[src/rtl/ledgrp_pkg.sv]
package ledgrp_pkg;
  typedef enum logic [1:0] {
    MODE_OFF = 2'b00,
    MODE_ON  = 2'b01,
    MODE_IND = 2'b10,
    MODE_GRP = 2'b11
  } drv_mode_e;
endpackage

[src/rtl/ledgrp_fastcnt.sv]
module ledgrp_fastcnt #(
  parameter int W = 8
) (
  input  logic         clk,
  input  logic         rst_n,
  input  logic         run,
  input  logic         tick,
  output logic [W-1:0] cnt,
  output logic         wrap
);
  localparam logic [W-1:0] LAST = {W{1'b1}};

  logic [W-1:0] cnt_d;

  assign wrap = run && tick && (cnt == LAST);

  always_comb begin
    cnt_d = cnt;
    if (!run)      cnt_d = '0;
    else if (tick) cnt_d = cnt + 1'b1;
  end

  always_ff @(posedge clk or negedge rst_n) begin
    if (!rst_n) cnt <= '0;
    else        cnt <= cnt_d;
  end

  // without a tick the fast counter holds
  p_hold_no_tick_r7: assert property (@(posedge clk) disable iff (!rst_n)
    (run && !tick) |=> $stable(cnt));
  // the counter returns to zero after its last value
  p_wrap_to_zero_r3: assert property (@(posedge clk) disable iff (!rst_n)
    wrap |=> (cnt == '0));
endmodule

[src/rtl/ledgrp_group.sv]
module ledgrp_group #(
  parameter int W         = 8,
  parameter int DIM_SUB_W = 1,
  parameter int BLINK_PRE = 4167
) (
  input  logic         clk,
  input  logic         rst_n,
  input  logic         run,
  input  logic         tick,
  input  logic         fast_wrap,
  input  logic         blink_sel,
  input  logic [W-1:0] grp_duty,
  input  logic [W-1:0] grp_freq,
  output logic         grp_on
);
  localparam int DCW = W + DIM_SUB_W;
  localparam int PRE_W = (BLINK_PRE > 1) ? $clog2(BLINK_PRE) : 1;
  localparam logic [PRE_W-1:0] PRE_LAST = PRE_W'(BLINK_PRE - 1);
  localparam logic [DCW-1:0] DIM_LAST = {DCW{1'b1}};
  localparam logic [W-1:0]   PH_LAST  = {W{1'b1}};

  // dimming generator
  logic [DCW-1:0] dcnt, dcnt_d;
  logic [W-1:0]   dim_duty_sh, dim_duty_sh_d;
  logic           dim_wrap, dim_on;

  // blink generator
  logic [PRE_W-1:0] pcnt, pcnt_d;
  logic [W-1:0]     scnt, scnt_d;
  logic [W-1:0]     phase, phase_d;
  logic [W-1:0]     bl_duty_sh, bl_duty_sh_d;
  logic [W-1:0]     bl_freq_sh, bl_freq_sh_d;
  logic             pre_strobe, step, blink_wrap, blink_on;

  assign dim_wrap   = fast_wrap && (dcnt == DIM_LAST);
  assign dim_on     = dcnt[DCW-1 -: W] < dim_duty_sh;

  assign pre_strobe = run && tick && (pcnt == PRE_LAST);
  assign step       = pre_strobe && (scnt == bl_freq_sh);
  assign blink_wrap = step && (phase == PH_LAST);
  assign blink_on   = phase < bl_duty_sh;

  assign grp_on     = blink_sel ? blink_on : dim_on;

  always_comb begin
    dcnt_d        = dcnt;
    dim_duty_sh_d = dim_duty_sh;
    if (!run) begin
      dcnt_d        = '0;
      dim_duty_sh_d = grp_duty;
    end else begin
      if (fast_wrap) dcnt_d        = dcnt + 1'b1;
      if (dim_wrap)  dim_duty_sh_d = grp_duty;
    end
  end

  always_comb begin
    pcnt_d       = pcnt;
    scnt_d       = scnt;
    phase_d      = phase;
    bl_duty_sh_d = bl_duty_sh;
    bl_freq_sh_d = bl_freq_sh;
    if (!run) begin
      pcnt_d       = '0;
      scnt_d       = '0;
      phase_d      = '0;
      bl_duty_sh_d = grp_duty;
      bl_freq_sh_d = grp_freq;
    end else if (tick) begin
      pcnt_d = pre_strobe ? '0 : pcnt + 1'b1;
      if (pre_strobe) begin
        if (step) begin
          scnt_d  = '0;
          phase_d = phase + 1'b1;
        end else begin
          scnt_d  = scnt + 1'b1;
        end
      end
      if (blink_wrap) begin
        bl_duty_sh_d = grp_duty;
        bl_freq_sh_d = grp_freq;
      end
    end
  end

  always_ff @(posedge clk or negedge rst_n) begin
    if (!rst_n) begin
      dcnt        <= '0;
      dim_duty_sh <= {W{1'b1}};
      pcnt        <= '0;
      scnt        <= '0;
      phase       <= '0;
      bl_duty_sh  <= {W{1'b1}};
      bl_freq_sh  <= '0;
    end else begin
      dcnt        <= dcnt_d;
      dim_duty_sh <= dim_duty_sh_d;
      pcnt        <= pcnt_d;
      scnt        <= scnt_d;
      phase       <= phase_d;
      bl_duty_sh  <= bl_duty_sh_d;
      bl_freq_sh  <= bl_freq_sh_d;
    end
  end

  // the dimming step counter moves only on fast-period boundaries
  p_dim_step_r4: assert property (@(posedge clk) disable iff (!rst_n)
    (run && !fast_wrap) |=> $stable(dcnt));
  // the blink phase moves only on a prescaler strobe
  p_blink_phase_r5: assert property (@(posedge clk) disable iff (!rst_n)
    (run && !pre_strobe) |=> $stable(phase));
  // blink shadows change only at a blink period boundary
  p_blink_shadow_r5: assert property (@(posedge clk) disable iff (!rst_n)
    (run && !blink_wrap) |=> ($stable(bl_freq_sh) && $stable(bl_duty_sh)));
endmodule

[src/rtl/ledgrp_chan.sv]
module ledgrp_chan
  import ledgrp_pkg::*;
#(
  parameter int W = 8
) (
  input  logic         clk,
  input  logic         rst_n,
  input  logic         run,
  input  logic         fast_wrap,
  input  logic [W-1:0] fcnt,
  input  logic         grp_on,
  input  logic [W-1:0] duty_in,
  input  logic [1:0]   mode_in,
  output logic         drive_q
);
  logic [W-1:0] duty_sh, duty_sh_d;
  logic         ind_on, drive_d;
  drv_mode_e    mode;

  assign mode   = drv_mode_e'(mode_in);
  assign ind_on = fcnt < duty_sh;

  always_comb begin
    duty_sh_d = duty_sh;
    if (!run || fast_wrap) duty_sh_d = duty_in;
  end

  always_comb begin
    drive_d = 1'b0;
    if (run) begin
      unique case (mode)
        MODE_OFF: drive_d = 1'b0;
        MODE_ON:  drive_d = 1'b1;
        MODE_IND: drive_d = ind_on;
        MODE_GRP: drive_d = ind_on && grp_on;
        default:  drive_d = 1'b0;
      endcase
    end
  end

  always_ff @(posedge clk or negedge rst_n) begin
    if (!rst_n) begin
      duty_sh <= '0;
      drive_q <= 1'b0;
    end else begin
      duty_sh <= duty_sh_d;
      drive_q <= drive_d;
    end
  end

  // a stopped oscillator darkens the channel
  p_dark_stopped_r1: assert property (@(posedge clk) disable iff (!rst_n)
    !run |=> !drive_q);
  // mode 00 keeps the output low, mode 01 keeps it high
  p_mode_off_r2: assert property (@(posedge clk) disable iff (!rst_n)
    (mode_in == 2'b00) |=> !drive_q);
  p_mode_on_r2: assert property (@(posedge clk) disable iff (!rst_n)
    (run && mode_in == 2'b01) |=> drive_q);
  // the duty shadow moves only at a fast-period boundary
  p_shadow_boundary_r6: assert property (@(posedge clk) disable iff (!rst_n)
    (run && !fast_wrap) |=> $stable(duty_sh));
endmodule

[src/rtl/ledgrp_drive.sv]
module ledgrp_drive
  import ledgrp_pkg::*;
#(
  parameter int NUM_CH    = 16,
  parameter int DUTY_W    = 8,
  parameter int DIM_SUB_W = 1,
  parameter int BLINK_PRE = 4167
) (
  input  logic                     clk,
  input  logic                     rst_n,
  input  logic                     tick_en,
  input  logic                     osc_off,
  input  logic                     blink_sel,
  input  logic [DUTY_W-1:0]        grp_duty,
  input  logic [DUTY_W-1:0]        grp_freq,
  input  logic [NUM_CH*DUTY_W-1:0] ch_duty,
  input  logic [NUM_CH*2-1:0]      ch_mode,
  output logic [NUM_CH-1:0]        drive
);
  logic              osc_q;
  logic              run;
  logic [DUTY_W-1:0] fcnt;
  logic              fast_wrap;
  logic              grp_on;

  always_ff @(posedge clk or negedge rst_n) begin
    if (!rst_n) osc_q <= 1'b1;
    else        osc_q <= osc_off;
  end

  assign run = !osc_q;

  ledgrp_fastcnt #(.W(DUTY_W)) u_fast (
    .clk   (clk),
    .rst_n (rst_n),
    .run   (run),
    .tick  (tick_en),
    .cnt   (fcnt),
    .wrap  (fast_wrap)
  );

  ledgrp_group #(
    .W         (DUTY_W),
    .DIM_SUB_W (DIM_SUB_W),
    .BLINK_PRE (BLINK_PRE)
  ) u_group (
    .clk       (clk),
    .rst_n     (rst_n),
    .run       (run),
    .tick      (tick_en),
    .fast_wrap (fast_wrap),
    .blink_sel (blink_sel),
    .grp_duty  (grp_duty),
    .grp_freq  (grp_freq),
    .grp_on    (grp_on)
  );

  for (genvar i = 0; i < NUM_CH; i++) begin : g_ch
    ledgrp_chan #(.W(DUTY_W)) u_chan (
      .clk       (clk),
      .rst_n     (rst_n),
      .run       (run),
      .fast_wrap (fast_wrap),
      .fcnt      (fcnt),
      .grp_on    (grp_on),
      .duty_in   (ch_duty[i*DUTY_W +: DUTY_W]),
      .mode_in   (ch_mode[i*2 +: 2]),
      .drive_q   (drive[i])
    );
  end

  // stopped oscillator means all outputs dark
  p_all_dark_r1: assert property (@(posedge clk) disable iff (!rst_n)
    osc_q |=> (drive == '0));
endmodule

[config.mk]
export PLATFORM = sky130hd
export DESIGN_NAME = ledgrp_drive
export DESIGN_NICKNAME = d
export VERILOG_FILES = /design/src/rtl/ledgrp_pkg.sv /design/src/rtl/ledgrp_fastcnt.sv /design/src/rtl/ledgrp_group.sv /design/src/rtl/ledgrp_chan.sv /design/src/rtl/ledgrp_drive.sv
export SDC_FILE = /design/constraint.sdc
export NUM_CORES = 1
export LEC_CHECK = 0
export BUFFER_PORTS_ARGS = -buffer_cell sky130_fd_sc_hd__buf_2
export CORE_UTILIZATION = 45
export CTS_CLUSTER_DIAMETER = 80
export DETAILED_ROUTE_END_ITERATION = 6
export PLACE_DENSITY_LB_ADDON = 0.15
export REMOVE_ABC_BUFFERS = 1
export SLEW_MARGIN = 20
export SYNTH_ARGS = -nofsm -noshare
export SYNTH_HDL_FRONTEND = slang
export SYNTH_HIERARCHICAL = 1
export SYNTH_SLANG_ARGS = --single-unit
[constraint.sdc]
create_clock -name clk -period 11.1 [get_ports clk]
set_input_delay 0 -clock clk [delete_from_list [all_inputs] [get_ports clk]]
set_output_delay 0 -clock clk [all_outputs]
set_load 0.005 [all_outputs]
==> flow_summary.json, run 1 <==
{
  "status": "completed",
  "cts_resized": 0,
  "power.total_mw": 2.065,
  "finalSetupViolCount": 0,
  "cp.arrival_ns": 3.99,
  "critical_path_required_ns": 11.51,
  "grt_use_total": 0.2359,
  "hp-class": "primary input to async pin",
  "antenna_cells": 0,
  "numCtsBuffers": 25,
  "period_share": 0.3223,
  "final_max_slew_viol_count": 0,
  "initial_utilization": 0.4577,
  "grt_max_degree": 90,
  "power.internal_mw": 1.557,
  "ys_warn_count": 6,
  "clk_path_buf_depth": 3,
  "drc": 0,
  "regArea_mm2": 0.005401,
  "final_cell_mix": "nand2_1 (210), dfrtp_1 (198), buf_2 (195), dlygate4sd3_1 (179), ha_1 (133)",
  "wl_per_cell_um": 16.42,
  "ys_seq_elements": 215,
  "synth_top_area_frac": 0.4017,
  "gp_congestion": 0.8082,
  "synth-seq-area-share": 0.4379,
  "power.net_switching_uw": 507.8,
  "die-area_mm2": 0.02808,
  "area_delta_synth_final_pct": 32.74,
  "insertion_delay_ns": 0.52,
  "crit_chain": "inv_2, buf_4, nand2_1, nor3_2, buf_4, nand2b_1, mux2_2",
  "netlist_area_mm2": 0.01234,
  "peakVddDrop_mv": 0.1046,
  "drtIter0Drc": 576,
  "dr.pass1.iters": 5,
  "period_needed_ns": 3.578,
  "wl_um": 32520,
  "finalSetupTns_ns": 0,
  "critPathTopFamily": "simple AND/OR/NAND/NOR gates",
  "postCtsSetupBuffers": 0,
  "relSlewSlack": 0.2605,
  "grt_antenna_before_repair": 1,
  "coreArea_mm2": 0.02695,
  "fmax_mhz": 279.5,
  "cts_tree": "yes",
  "num_rows": 60,
  "drive_gt1_frac": 0.2081,
  "tightest_slew_ns": 1.109,
  "cp-end-kind": "flip-flop",
  "powerDensity_mw_per_mm2": 126.1,
  "final_common_cell": "nand2_1",
  "synthCells": 1241,
  "htreeDepth": 1,
  "maxCapViolations": 0,
  "crit_type": "flip-flop to flip-flop",
  "root_buffer": "clkbuf_16",
  "dp.cells": 1758,
  "sw_frac_of_total": 0.2459,
  "leakagePower_nw": 8.182,
  "hold_viol_final": 0,
  "io_buffers": 196,
  "critPathSlowestCell": "nor3_2",
  "io_pins": 197,
  "combPwrFrac": 0.152,
  "critical-path-max-stage-delay_ns": 0.78,
  "layoutNonFillerInstCount": 1980,
  "crit_path_start_kind": "flip-flop",
  "clkPwrFrac": 0.425,
  "critPathMaxFanout": 57,
  "synth_edf_count": 0,
  "async_flop_share": 1.000,
  "p_seq_frac": 0.423,
  "cpMostUsedCell": "buf_4",
  "cts_hold_buf": 179,
  "die-height_um": 167.6,
  "grt_pass1_vias": 10298,
  "syn_area_per_cell_um2": 9.940,
  "route.antenna.remaining_nets": 0,
  "synth.area.top_cells": "dfrtp_1 (40%), ha_1 (13%), nand2_1 (6.4%)",
  "via_per_inst": 5.172,
  "cts.clk_slew.worst_paths_ns": 0.06,
  "finalNetCount": 1937,
  "cts_sinks": 215,
  "grt_overflow": 0,
  "rsz0062_at_grt": "false",
  "synthDistinctLibCells": 54,
  "vias": 10241,
  "yosysTopAreaCell": "dfrtp_1",
  "skew_ns": 0.01709,
  "path_buf_inv": 3,
  "grt_pass1_wl_um": 52700,
  "dp_hpwl_um": 21030,
  "num-fill-cells": 2223,
  "ys.flop_type": "dfrtp_1",
  "multi_input_area_mm2": 0.006321,
  "die_w_um": 167.6
}
==> stage by stage <==
step | instance area, um2 | setup slack (ns) | util | hold slack [ns]
after floorplan | 12190 | 6.193 | - | -0.2956
after global placement | 13700 | 7.579 | 0.5084 | 0.04833
after detailed placement | 13700 | 7.474 | 0.5084 | 0.04583
after CTS | 16370 | 7.502 | 0.6076 | 0.08551
after global routing | 16370 | 7.224 | 0.6076 | 0.1257
final | 16370 | 7.522 | 0.6076 | 0.04892
==> per-layer routing <==
metal  GRT usage  wire length [um]  vias up
met5           0                10        -
met1      0.3204             15110     4864
met2      0.3955             15150      248
met4     0.06781               837        2
li1            -                 -     5067
met3     0.02860              1421       60
==> power by group through the flow <==
stage / Clock, mW / Sequential, mW / Combinational [mW]
after floorplan: 0 / 0.877 / 0.160
after global placement: 0 / 0.885 / 0.255
after detailed placement: 0 / 0.887 / 0.262
after CTS: 0.898 / 0.873 / 0.315
after global routing: 0.927 / 0.879 / 0.353
final: 0.878 / 0.873 / 0.314
==> cells by family (layout without fill, tap and decap cells) <==
group / count (synthesis) / in the layout / synth area share
and+or+nand+nor: 402 / 402 / 0.1669
AOI/OAI and AO/OA: 260 / 260 / 0.1472
DFF: 215 / 215 / 0.4379
buffers and inverters: 160 / 558 / 0.05102
adders and majority gates: 133 / 133 / 0.1349
muxes: 46 / 46 / 0.04443
xor gates and xnor gates: 25 / 25 / 0.01775
==> final timing paths <==
kind | slack, ns | to | start | cells past startpoint
max in group asynchronous | 8.93 | u_group/pcnt[11] | rst_n | 4
hold / removal | 0.05 | g_ch[4].u_chan/duty_sh[3] | rst_n | 2
min in group clk | 0.15 | osc_q | osc_off | 2
hold reg to reg | 0.51 | g_ch[6].u_chan/duty_sh[0] | g_ch[6].u_chan/duty_sh[0] | 1
setup reg to reg | 7.52 | g_ch[0].u_chan/duty_sh[0] | osc_q | 7
setup / recovery | 7.52 | g_ch[0].u_chan/duty_sh[0] | osc_q | 7
==> synth_stat cells (all sizes together) (2+ instances only) <==
cell,instances
a2111oi,16
a211o,16
a211oi,2
a21boi,2
a21o,5
a21oi,33
a31oi,16
and2,7
and3,7
and4,3
buf,4
clkbuf,26
dfrtp,198
dfstp,17
ha,133
inv,129
mux2,40
mux2i,6
nand2,211
nand2b,38
nand3,18
nand4,17
nand4b,3
nor2,36
nor2b,19
nor3,5
nor4,23
nor4b,2
o21ai,146
o22ai,16
o311ai,2
o41ai,2
or3,7
or4,2
xnor2,5
xor2,20
==> state kept, by name, summed over array words and instances, names as in the netlist <==
name / flops
g_ch.u_chan/drive_q: 16
g_ch.u_chan/duty_sh: 128
osc_q: 1
u_fast/cnt: 8
u_group/bl_duty_sh: 8
u_group/bl_freq_sh: 8
u_group/dcnt: 9
u_group/dim_duty_sh: 8
u_group/pcnt: 13
u_group/phase: 8
u_group/scnt: 8
==> final cells by class <==
class,count,area share
Multi-Input combinational cell,866,0.3860
Sequential cell,215,0.3299
Timing Repair Buffer,385,0.1745
Clock buffer,38,0.04608
Inverter,130,0.02980
Tap cell,341,0.02606
Clock inverter,5,0.007641
(Power assumes the default switching activity.)
==> run 2, diff against run 1 <==
Clock period 11.1 ns to 3.6 ns, I/O delays scaled along.
==> flow_summary.json, run 2 (synthesis gave the netlist of run 1 again) <==
{
  "crit_type": "flip-flop to flip-flop",
  "hold_viol_final": 0,
  "dr.pass1.iters": 5,
  "leakagePower_nw": 8.229,
  "finalSetupViolCount": 0,
  "path_buf_inv": 3,
  "crit_path_start_kind": "flip-flop",
  "tightest_slew_ns": 1.003,
  "critPathSlowestCell": "dlygate4sd3_1",
  "grt_pass1_vias": 10441,
  "critical-path-max-stage-delay_ns": 0.57,
  "period_needed_ns": 3.287,
  "final_max_slew_viol_count": 0,
  "wl_um": 32770,
  "rsz0062_at_grt": "false",
  "grt_pass1_wl_um": 53300,
  "drtIter0Drc": 548,
  "drive_gt1_frac": 0.2124,
  "route.antenna.remaining_nets": 0,
  "cpMostUsedCell": "a21o_1",
  "period_share": 0.9132,
  "skew_ns": 0.01867,
  "critical_path_required_ns": 4.05,
  "clk_path_buf_depth": 3,
  "reg.largest.list": "g_ch.u_chan/duty_sh x128, g_ch.u_chan/drive_q x16, u_group/pcnt x13",
  "cts_resized": 0,
  "dp_hpwl_um": 20960,
  "vias": 10330,
  "critPathMaxFanout": 9,
  "cp-end-kind": "flip-flop",
  "cts.clk_slew.worst_paths_ns": 0.06,
  "drc": 0,
  "numCtsBuffers": 26,
  "cts_sinks": 215,
  "final_cell_mix": "nand2_1 (210), dfrtp_1 (198), buf_2 (195), dlygate4sd3_1 (179), ha_1 (133)",
  "relSlewSlack": 0.3313,
  "gp_congestion": 0.8225,
  "wl_per_cell_um": 16.40,
  "antenna_cells": 0,
  "coreArea_mm2": 0.02695,
  "insertion_delay_ns": 0.53,
  "fin_ws_ns": 0.3126,
  "grt_max_degree": 124,
  "peakVddDrop_mv": 0.3486,
  "maxCapViolations": 0,
  "grt_use_total": 0.2382,
  "via_per_inst": 5.170,
  "status": "completed",
  "num_rows": 60,
  "cp.arrival_ns": 3.74,
  "max_flop_register": "g_ch.u_chan/duty_sh",
  "cts_tree": "yes",
  "die-area_mm2": 0.02808,
  "finalNetCount": 1952,
  "grt_overflow": 0,
  "critPathTopFamily": "compound AO/OA/AOI/OAI gates",
  "dp_slack_ns": 0.6674,
  "hp-class": "primary input to async pin",
  "powerDensity_mw_per_mm2": 374.7,
  "final_common_cell": "nand2_1",
  "fmax_mhz": 304.2,
  "htreeDepth": 1,
  "io_pins": 197,
  "crit_chain": "inv_1, ha_1, a21o_1, a21o_1, a211oi_1, o21ai_0, o21ai_4, buf_12, nor2b_4, a2111oi_4, o21ai_1, o22ai_1, dlygate4sd3_1",
  "root_buffer": "clkbuf_16",
  "grt_antenna_before_repair": 2,
  "area_delta_synth_final_pct": 33.26,
  "io_buffers": 196,
  "die-height_um": 167.6,
  "initial_utilization": 0.4577,
  "num-fill-cells": 2250,
  "largest_register_ffs": 128,
  "die_w_um": 167.6,
  "power.total_mw": 6.159
}
[run 2: cell types whose count changed in the layout (fill, tap and decap cells not counted)]
cell,change
clkinv_2,+1
buf_4,+12
bufinv_16,-4
clkbuf_1,+7
clkbuf_8,-2
buf_12,+2
clkbuf_16,+2
[run 2: cell type report]
type                    count  area [um2]  area share
repair buffers            399        2988      0.1818
clock inverters             2       10.01   0.0006089
multi-input cells         866        6321      0.3845
well taps                 341       426.7     0.02596
inverters                 130       488.0     0.02968
clock buffers              45       803.3     0.04887
flip-flops and latches    215        5401      0.3286
[run 2: through the flow]
| step | TNS (ns) | instance area (um2) | utilization | instances | hold slack [ns] |
|---|---|---|---|---|---|
| 2_1_floorplan | -20.92 | 12190 | - | 1211 | -0.2956 |
| 3_3_place_gp | 0 | 13800 | 0.5120 | 1769 | 0.1299 |
| 3_5_place_dp | 0 | 13800 | 0.5120 | 1769 | 0.1284 |
| 4_1_cts | 0 | 16400 | 0.6086 | 1995 | 0.1114 |
| 5_1_grt | 0 | 16440 | 0.6099 | 1998 | 0.1277 |
| 6_report | 0 | 16440 | 0.6099 | 1998 | 0.1216 |
[run 2: worst register-to-register path, stage by stage (launching register included)]
cell and delay, ns:
dfstp_2 0.52, inv_1 0.04, ha_1 0.28, a21o_1 0.16, a21o_1 0.18, a211oi_1 0.21, o21ai_0 0.18, o21ai_4 0.16
buf_12 0.23, nor2b_4 0.07, a2111oi_4 0.30, o21ai_1 0.11, o22ai_1 0.20, dlygate4sd3_1 0.57
[run 2: worst paths after layout]
| kind | from | to | slack [ns] | cells past startpoint |
|---|---|---|---|---|
| max | u_group/dim_duty_sh[5] | g_ch[9].u_chan/drive_q | 0.31 | 13 |
| min reg2reg | g_ch[11].u_chan/duty_sh[0] | g_ch[11].u_chan/duty_sh[0] | 0.51 | 1 |
| max in group asynchronous | rst_n | g_ch[8].u_chan/duty_sh[6] | 2.28 | 3 |
| min | rst_n | g_ch[4].u_chan/duty_sh[2] | 0.12 | 2 |
| min in group clk | osc_off | osc_q | 0.16 | 2 |
| max reg2reg | u_group/dim_duty_sh[5] | g_ch[9].u_chan/drive_q | 0.31 | 13 |
[run 2: repair_timing]
item | 4_1_cts | 5_1_grt
setup buffers | 0 | 3
endpoints found under the setup margin | 0 | 9
endpoints found under the hold margin | 279 | 0
hold buffers | 179 | 0
[run 2: report_power, final]
part | internal [mW] | switching (mW)
clock network | 1.50 | 0.997
registers | 2.61 | 0.0641
logic | 0.489 | 0.506
total | 4.59 | 1.57
[run 2: metal layers]
layer  global-route usage  wire, um  vias up
met3              0.03522      1670       55
met2               0.4054     15490      272
met1               0.3209     14940     4910
li1                     -         -     5089
met5                    0        22        -
met4              0.05106       640        4
